File: src/rtl/rxmb_pkg.sv
package rxmb_pkg;
  localparam int WORD_W = 32;

  typedef logic [WORD_W-1:0] word_t;

  typedef struct packed {
    word_t id;
    word_t prop;
    word_t d0;
    word_t d1;
  } frame_t;

  localparam frame_t FRAME_ZERO = '0;
endpackage

File: src/rtl/rxmb_ptr.sv
module rxmb_ptr #(
  parameter int DEPTH = 3,
  localparam int PW = (DEPTH > 1) ? $clog2(DEPTH) : 1
) (
  input  logic          clk,
  input  logic          rst,
  input  logic          adv,
  output logic [PW-1:0] ptr,
  output logic [PW-1:0] prev
);
  localparam logic [PW-1:0] LAST = PW'(DEPTH - 1);

  always_ff @(posedge clk) begin
    if (rst)      ptr <= '0;
    else if (adv) ptr <= (ptr == LAST) ? '0 : ptr + 1'b1;
  end

  // slot written most recently, modulo DEPTH
  always_comb prev = (ptr == '0) ? LAST : ptr - 1'b1;

  p_ptr_range_r2: assert property (@(posedge clk) disable iff (rst)
    ptr <= LAST);
endmodule

File: src/rtl/rxmb_store.sv
module rxmb_store
  import rxmb_pkg::*;
#(
  parameter int DEPTH = 3,
  localparam int PW = (DEPTH > 1) ? $clog2(DEPTH) : 1
) (
  input  logic          clk,
  input  logic          we,
  input  logic [PW-1:0] waddr,
  input  frame_t        wdata,
  input  logic [PW-1:0] raddr,
  output frame_t        rdata
);
  frame_t slots [DEPTH];

  // plain write port with no reset, inferable as distributed RAM
  always_ff @(posedge clk) begin
    if (we) slots[waddr] <= wdata;
  end

  always_comb rdata = slots[raddr];
endmodule

File: src/rtl/rxmb_ctrl.sv
module rxmb_ctrl #(
  parameter int DEPTH = 3,
  localparam int PW = (DEPTH > 1) ? $clog2(DEPTH) : 1,
  localparam int LW = $clog2(DEPTH + 1)
) (
  input  logic          clk,
  input  logic          rst,
  input  logic          wr_i,
  input  logic          rel_i,
  input  logic          clr_i,
  input  logic          drop_i,
  input  logic [PW-1:0] wptr_prev,
  input  logic [PW-1:0] wptr,
  output logic          wptr_adv,
  output logic          rptr_adv,
  output logic          we_o,
  output logic [PW-1:0] waddr_o,
  output logic [LW-1:0] count_o,
  output logic          full_o,
  output logic          pend_o,
  output logic          ovr_o
);
  localparam logic [LW-1:0] CAP = LW'(DEPTH);

  logic          pop, at_cap, ovr_evt, store_new, over_wr;
  logic [LW-1:0] cnt_n;

  always_comb begin
    pop       = rel_i && (count_o != '0);
    at_cap    = (count_o == CAP);
    ovr_evt   = wr_i && at_cap && !pop;
    store_new = wr_i && (!at_cap || pop);
    over_wr   = ovr_evt && !drop_i;
    cnt_n     = count_o + LW'(store_new) - LW'(pop);
    wptr_adv  = store_new;
    rptr_adv  = pop;
    we_o      = store_new || over_wr;
    waddr_o   = over_wr ? wptr_prev : wptr;
  end

  always_ff @(posedge clk) begin
    if (rst) begin
      count_o <= '0;
      full_o  <= 1'b0;
      pend_o  <= 1'b0;
      ovr_o   <= 1'b0;
    end else begin
      count_o <= cnt_n;
      full_o  <= (cnt_n == CAP);
      pend_o  <= (cnt_n != '0);
      if (ovr_evt)    ovr_o <= 1'b1;
      else if (clr_i) ovr_o <= 1'b0;
    end
  end

  p_len_bound_r2: assert property (@(posedge clk) disable iff (rst)
    count_o <= CAP);
  p_full_match_r3: assert property (@(posedge clk) disable iff (rst)
    full_o == (count_o == CAP));
  p_ovr_set_r4: assert property (@(posedge clk) disable iff (rst)
    (wr_i && full_o && !rel_i) |=> ovr_o);
  p_ovr_len_r5: assert property (@(posedge clk) disable iff (rst)
    (wr_i && full_o && !rel_i) |=> (count_o == CAP));
  p_empty_rel_r8: assert property (@(posedge clk) disable iff (rst)
    (!pend_o && rel_i && !wr_i) |=> (count_o == '0));
  p_swap_r9: assert property (@(posedge clk) disable iff (rst)
    (wr_i && rel_i && full_o && !ovr_o) |=> (full_o && !ovr_o));
  p_sticky_r10: assert property (@(posedge clk) disable iff (rst)
    (ovr_o && !clr_i) |=> ovr_o);
  p_pend_r11: assert property (@(posedge clk) disable iff (rst)
    pend_o == (count_o != '0));
endmodule

File: src/rtl/can_rx_mbox.sv
module can_rx_mbox
  import rxmb_pkg::*;
#(
  parameter int DEPTH = 3,
  localparam int PW = (DEPTH > 1) ? $clog2(DEPTH) : 1,
  localparam int LW = $clog2(DEPTH + 1)
) (
  input  logic          clk,
  input  logic          rst,
  input  logic          wr_valid,
  input  logic [31:0]   wr_id,
  input  logic [31:0]   wr_prop,
  input  logic [31:0]   wr_data0,
  input  logic [31:0]   wr_data1,
  input  logic          drop_on_ovr,
  input  logic          rel_pulse,
  input  logic          ovr_clr,
  output logic [31:0]   rd_id,
  output logic [31:0]   rd_prop,
  output logic [31:0]   rd_data0,
  output logic [31:0]   rd_data1,
  output logic [LW-1:0] fill_len,
  output logic          full_flag,
  output logic          ovr_flag,
  output logic          pending
);
  logic          w_adv, r_adv, we;
  logic [PW-1:0] wptr, wprev, rptr, rprev, waddr;
  frame_t        wframe, head;

  always_comb begin
    wframe.id   = wr_id;
    wframe.prop = wr_prop;
    wframe.d0   = wr_data0;
    wframe.d1   = wr_data1;
  end

  rxmb_ptr #(.DEPTH(DEPTH)) u_wptr (
    .clk(clk), .rst(rst), .adv(w_adv), .ptr(wptr), .prev(wprev));

  rxmb_ptr #(.DEPTH(DEPTH)) u_rptr (
    .clk(clk), .rst(rst), .adv(r_adv), .ptr(rptr), .prev(rprev));

  rxmb_ctrl #(.DEPTH(DEPTH)) u_ctrl (
    .clk(clk), .rst(rst), .wr_i(wr_valid), .rel_i(rel_pulse),
    .clr_i(ovr_clr), .drop_i(drop_on_ovr), .wptr_prev(wprev),
    .wptr(wptr), .wptr_adv(w_adv), .rptr_adv(r_adv), .we_o(we),
    .waddr_o(waddr), .count_o(fill_len), .full_o(full_flag),
    .pend_o(pending), .ovr_o(ovr_flag));

  rxmb_store #(.DEPTH(DEPTH)) u_store (
    .clk(clk), .we(we), .waddr(waddr), .wdata(wframe),
    .raddr(rptr), .rdata(head));

  // empty FIFO reads as zero words
  always_comb begin
    rd_id    = pending ? head.id   : '0;
    rd_prop  = pending ? head.prop : '0;
    rd_data0 = pending ? head.d0   : '0;
    rd_data1 = pending ? head.d1   : '0;
  end

  p_empty_zero_r11: assert property (@(posedge clk) disable iff (rst)
    !pending |-> (rd_id == '0 && rd_prop == '0 && rd_data0 == '0 && rd_data1 == '0));
  p_head_hold_r1: assert property (@(posedge clk) disable iff (rst)
    (pending && !rel_pulse) |=> $stable(rd_id));
endmodule

File: config.mk
export PLATFORM = sky130hd
export DESIGN_NAME = can_rx_mbox
export DESIGN_NICKNAME = d
export VERILOG_FILES = /design/src/rtl/rxmb_pkg.sv /design/src/rtl/rxmb_ptr.sv /design/src/rtl/rxmb_store.sv /design/src/rtl/rxmb_ctrl.sv /design/src/rtl/can_rx_mbox.sv
export SDC_FILE = /design/constraint.sdc
export NUM_CORES = 1
export LEC_CHECK = 0
export BUFFER_PORTS_ARGS = -buffer_cell sky130_fd_sc_hd__buf_2
export CAP_MARGIN = 10
export CORE_MARGIN = 5
export CORE_UTILIZATION = 30
export DETAILED_ROUTE_END_ITERATION = 8
export GPL_ROUTABILITY_DRIVEN = 0
export HOLD_SLACK_MARGIN = 0.12
export PLACE_DENSITY = 0.51
export SYNTH_ARGS = -nofsm -noshare
export SYNTH_HDL_FRONTEND = slang
export SYNTH_SLANG_ARGS = --single-unit
File: constraint.sdc
create_clock -name clk -period 15.45 [get_ports clk]
set_input_delay 0.7725 -clock clk [delete_from_list [all_inputs] [get_ports clk]]
set_output_delay 0.7725 -clock clk [all_outputs]
set_load 0.02 [all_outputs]
Word-level counts from Yosys, hierarchy flattened

Memory sizes are Yosys's and may differ from the RTL's. A register that Yosys moved wholly into a read port is not among the register bits.
Index checks and enable logic that the tools add are counted.

Muxes and demuxes: 14
Reduce and logical (&&, ||, !) cells: 14
$add $sub $neg: 5
Eq/ne operators: 4

Operators by type and width:

| operator                                                           | count |
|---|---|
| 32-bit 2-to-1 mux                                                  | 4 |
| 2-bit 2-to-1 mux                                                   | 6 |
| 2-bit equality test, second input constant                         | 4 |
| 2-bit nonzero test                                                 | 3 |
| 1-bit logical AND                                                  | 5 |
| 2-bit by 1-bit adder with 2-bit output, second input constant      | 2 |
| 1-bit 2-to-1 mux                                                   | 4 |
| 1-bit logical NOT                                                  | 3 |
| 2-bit by 1-bit adder with 2-bit output                             | 1 |
| 2-bit logical NOT                                                  | 1 |
| 1-bit logical OR                                                   | 2 |
| 2-bit by 1-bit subtractor with 2-bit output                        | 1 |
| 2-bit by 1-bit subtractor with 2-bit output, second input constant | 1 |

Input port bits: 134
Memories kept: 1
Word-level logic and storage cells: 44
Bits in registers: 9
Memory bits (writable): 384
Output and inout bits: 133

Memories:

| memory        | words | bits a word | read ports | clocked after memory_dff | write ports | line             | RTL |
|---|---|---|---|---|---|---|---|
| u_store.slots | 3     | 128         | 1          | 1                        | 1           | rxmb_store.sv:14 | `frame_t slots [DEPTH];` |

Longest topological paths before layout

Word-level depth: 8
Depth in mapped cells: 8

Hierarchy

Synthesis repeated with hierarchy kept, for this count alone.

Cells, all modules: 1003
Area total of the unflattened synthesis: 15825.2 sq um

Modules (own cells, without submodules):

| module      | area each (sq um) | seq. area each (sq um) | cells each | instances |
|---|---|---|---|---|
| rxmb_store  | 14352.5           | 11531.1                | 813        | 1 |
| can_rx_mbox | 988.4             | 0.0                    | 142        | 1 |
| rxmb_ctrl   | 251.5             | 100.1                  | 24         | 1 |
| rxmb_ptr    | 116.4             | 40.0                   | 12         | 2 |

Worst setup path before layout

OpenSTA, ideal clock, no wires.

Path kind: input -> register
Start: input port wr_valid
End: memory u_store.slots[0][0] (netlist name), enable pin
Data arrival time: 10.624 ns
Cell stages on the path: 3
Library setup time: 0.809 ns
Slack: 4.017 ns
Data required time: 14.641 ns
Path through: clkbuf_1 nand2_1 o32ai_1

Cells in the longest elaborated chain, start to end: 6

Ends and longest elaborated chain:

| element                                | line              | RTL |
|---|---|---|
| from (decl)                            | can_rx_mbox.sv:10 | `input logic wr_valid,` |
| 1-bit logical AND (2 in series)        | rxmb_ctrl.sv:31   | `ovr_evt = wr_i && at_cap && !pop;` |
| 1-bit logical AND                      | rxmb_ctrl.sv:33   | `over_wr = ovr_evt && !drop_i;` |
| 1-bit logical OR                       | rxmb_ctrl.sv:37   | `we_o = store_new \|\| over_wr;` |
| 1-bit 2-to-1 mux                       | rxmb_store.sv:18  | `if (we) slots[waddr] <= wdata;` |
| 1-bit 2-to-1 mux (not written as such) | rxmb_store.sv:18  |  |
| to (decl)                              | rxmb_store.sv:14  |  |

Parallel ways exist; a longest one is shown, timed or not.

==> out/metrics.cfg <==
[grt]
grt_pass1_wl_um=51740
antenna_found_initial=5
grt_max_degree=129
grt_pass1_vias=8952
overflow=0
track_usage_pct=11.64

[logic_synthesis]
synth_top_area_share_pct=73.39
syn_area_per_cell_um2=15.63
synth_area_um2=15710
ys.warnings.count=0
synth_cell_type_count=27
synthTopCellsByArea=edfxtp_1, mux2i_1, and2_1
postSynthRegisterBits=395
syn-num-nets=1144
yosys.area.top_type=edfxtp_1
ys_seq_area_share_pct=74.79
synth_cells=1005

[pwr]
power_density_nw_per_um2=156.2
finalPower_mw=2.956
peakVddDrop_mv=0.08761
total_leakage_power_nw=6.633

[place]
place_area_um2=17580
io_buffers=266
dp.cells=1906
hpwl_um=20640

[route]
vias_per_cell=4.423
met3_length_um=2167
drc=0
wl_per_cell_um=17.37
highest_layer=met5
wl_um=34500
drt_pass1_iterations=4
drt-met1-wl_um=14520
drt_iter0_drc=388
met2_length_um=17030
via_count=8785
ant_nets=0

[min_path]
hold_path.class=input port to flop

[clocking]
cts_made_buffers=44
cts_tree=built
cts.clk_slew.worst_paths_ps=60
postCtsSetupBuffers=0
cts_max_level=2
cts_resized=0
clk-insertion-delay-late_ps=540
clk_path_buf_depth=3
hold_buffers=0
clockRootBuffer=clkbuf_16
clkSinkCount=395

[timing]
period_needed_ps=3832
max_freq_mhz=261.0
setup-violations-final=0
slew_viol_final=0
hold_viol=0
rsz0062_at_grt=false
period_share_pct=24.80
max-slew-margin-rel_pct=33.81
fin_tns_setup_ps=0
worst_pin_slew_ps=992.8
finClkSkew_ps=12.98

[floorplanning]
num_io_pins=267
core-area_um2=51610
die_area_um2=57050
rows=83
die_x_um=238.8
die_y_um=238.8
initial_core_util_pct=30.44

[cells_and_area]
finalNonFillerCells=1986
final_util_pct=36.68
areaGrowthSynthToFinish_pct=20.48
nets=1411
finalInstanceArea_um2=18930
drive_gt1_share_pct=26.25

[critical_path]
path_max_fanout=69
cp.required_ps=14680
crit_type=flop to primary output
cp-start-kind=flop
endpoint_kind=primary output
critical_path_arrival_ps=3060
rrSetupSlack_ps=12530

[status]
status=finished clean

[flow_run]
maxCapViolCount=0

## cells by family after synthesis
kind of cell	after synthesis	synth area share [%]
AOI/OAI and AO/OA	139	4.523
xor gates and xnor gates	1	0.1433
adders and majority gates	5	0.3982
buffers and inverters	62	3.146
DFF	395	74.79
muxes	128	8.155
and+or+nand+nor	275	8.840
## power breakdown
part           switching [mW]  total, mW  leakage, nW  internal (mW)
Combinational           0.421      0.671         2.33          0.250
Clock                   0.391      0.971        0.662          0.580
Sequential             0.0569       1.31         3.64           1.26
Total                   0.869       2.96         6.63           2.09
## per-layer routing
layer  vias to the layer above  track usage (%)
met1                      4304            14.37
met5                         -                0
met4                         6            3.583
met3                        57            3.265
met2                       194            19.91
li1                       4224                -
## final cells by class
class	count	area (um2)
antenna	3	7.507
multi-input combinational	548	3515
clock inverter	22	177.7
timing repair buffer	278	1434
fill	4904	32680
sequential	395	11760
inverter	5	18.77
clock buffer	55	1164
tap	680	850.8
## sequential cells by signal, indices dropped and copies added, names as in the netlist, named ones only
| signal | cells |
|---|---|
| u_ctrl.count_o | 2 |
| u_ctrl.ovr_o | 1 |
| u_rptr.ptr | 2 |
| u_wptr.ptr | 2 |
| u_store.slots | 384 |
| u_ctrl.full_o | 1 |
| u_ctrl.pend_o | 1 |
## cells in the mapped netlist, drive strengths merged
cell type	count
a21boi	1
a21o	2
a21oi	5
and2	129
and3b	1
buf	36
clkbuf	21
dfxtp	11
edfxtp	384
ha	5
inv	5
mux2i	128
nand2	131
nand3	4
nand3b	1
nand4b	1
nor2	3
nor2b	2
o21ai	129
o32ai	2
or2	1
or3	1
or3b	1
xnor3	1
## worst max-delay path: stages (launching register included)
cell	delay [ps]
dfxtp_4	690
buf_4	660
buf_4	600
nand2_1	100
o21ai_1	90
and2_1	140
buf_2	170
## through the flow
step | setup slack, ps | hold slack, ps
after floorplan | 4017 | 446.8
after global routing | 11250 | 392.4
final | 11620 | 430.7
after global placement | 12130 | 461.9
after CTS | 11460 | 375.4
after detailed placement | 12080 | 463.8
## cells in the final DEF (no fill, tap or decap), types with 4 or more instances in the layout
cell type	count
a21oi_1	5
and2_1	129
buf_2	266
buf_4	11
clkbuf_1	10
clkbuf_16	45
clkinv_1	9
clkinv_2	9
dfxtp_1	8
edfxtp_1	384
ha_1	5
inv_1	5
mux2i_1	128
nand2_1	131
nand3_1	4
o21ai_1	129
## path summary, 6_finish.rpt
| kind | cells past startpoint | from | end |
|---|---|---|---|
| max | 6 | flop | rd_id[26] |
| min | 1 | wr_data0[27] | u_store.slots[1][59] |
| max reg2reg | 7 | u_wptr.ptr[0] | u_store.slots[2][40] |
| min reg2reg | 2 | u_rptr.ptr[0] | flop |
No activity file was read; power rests on OpenSTA's default activity.
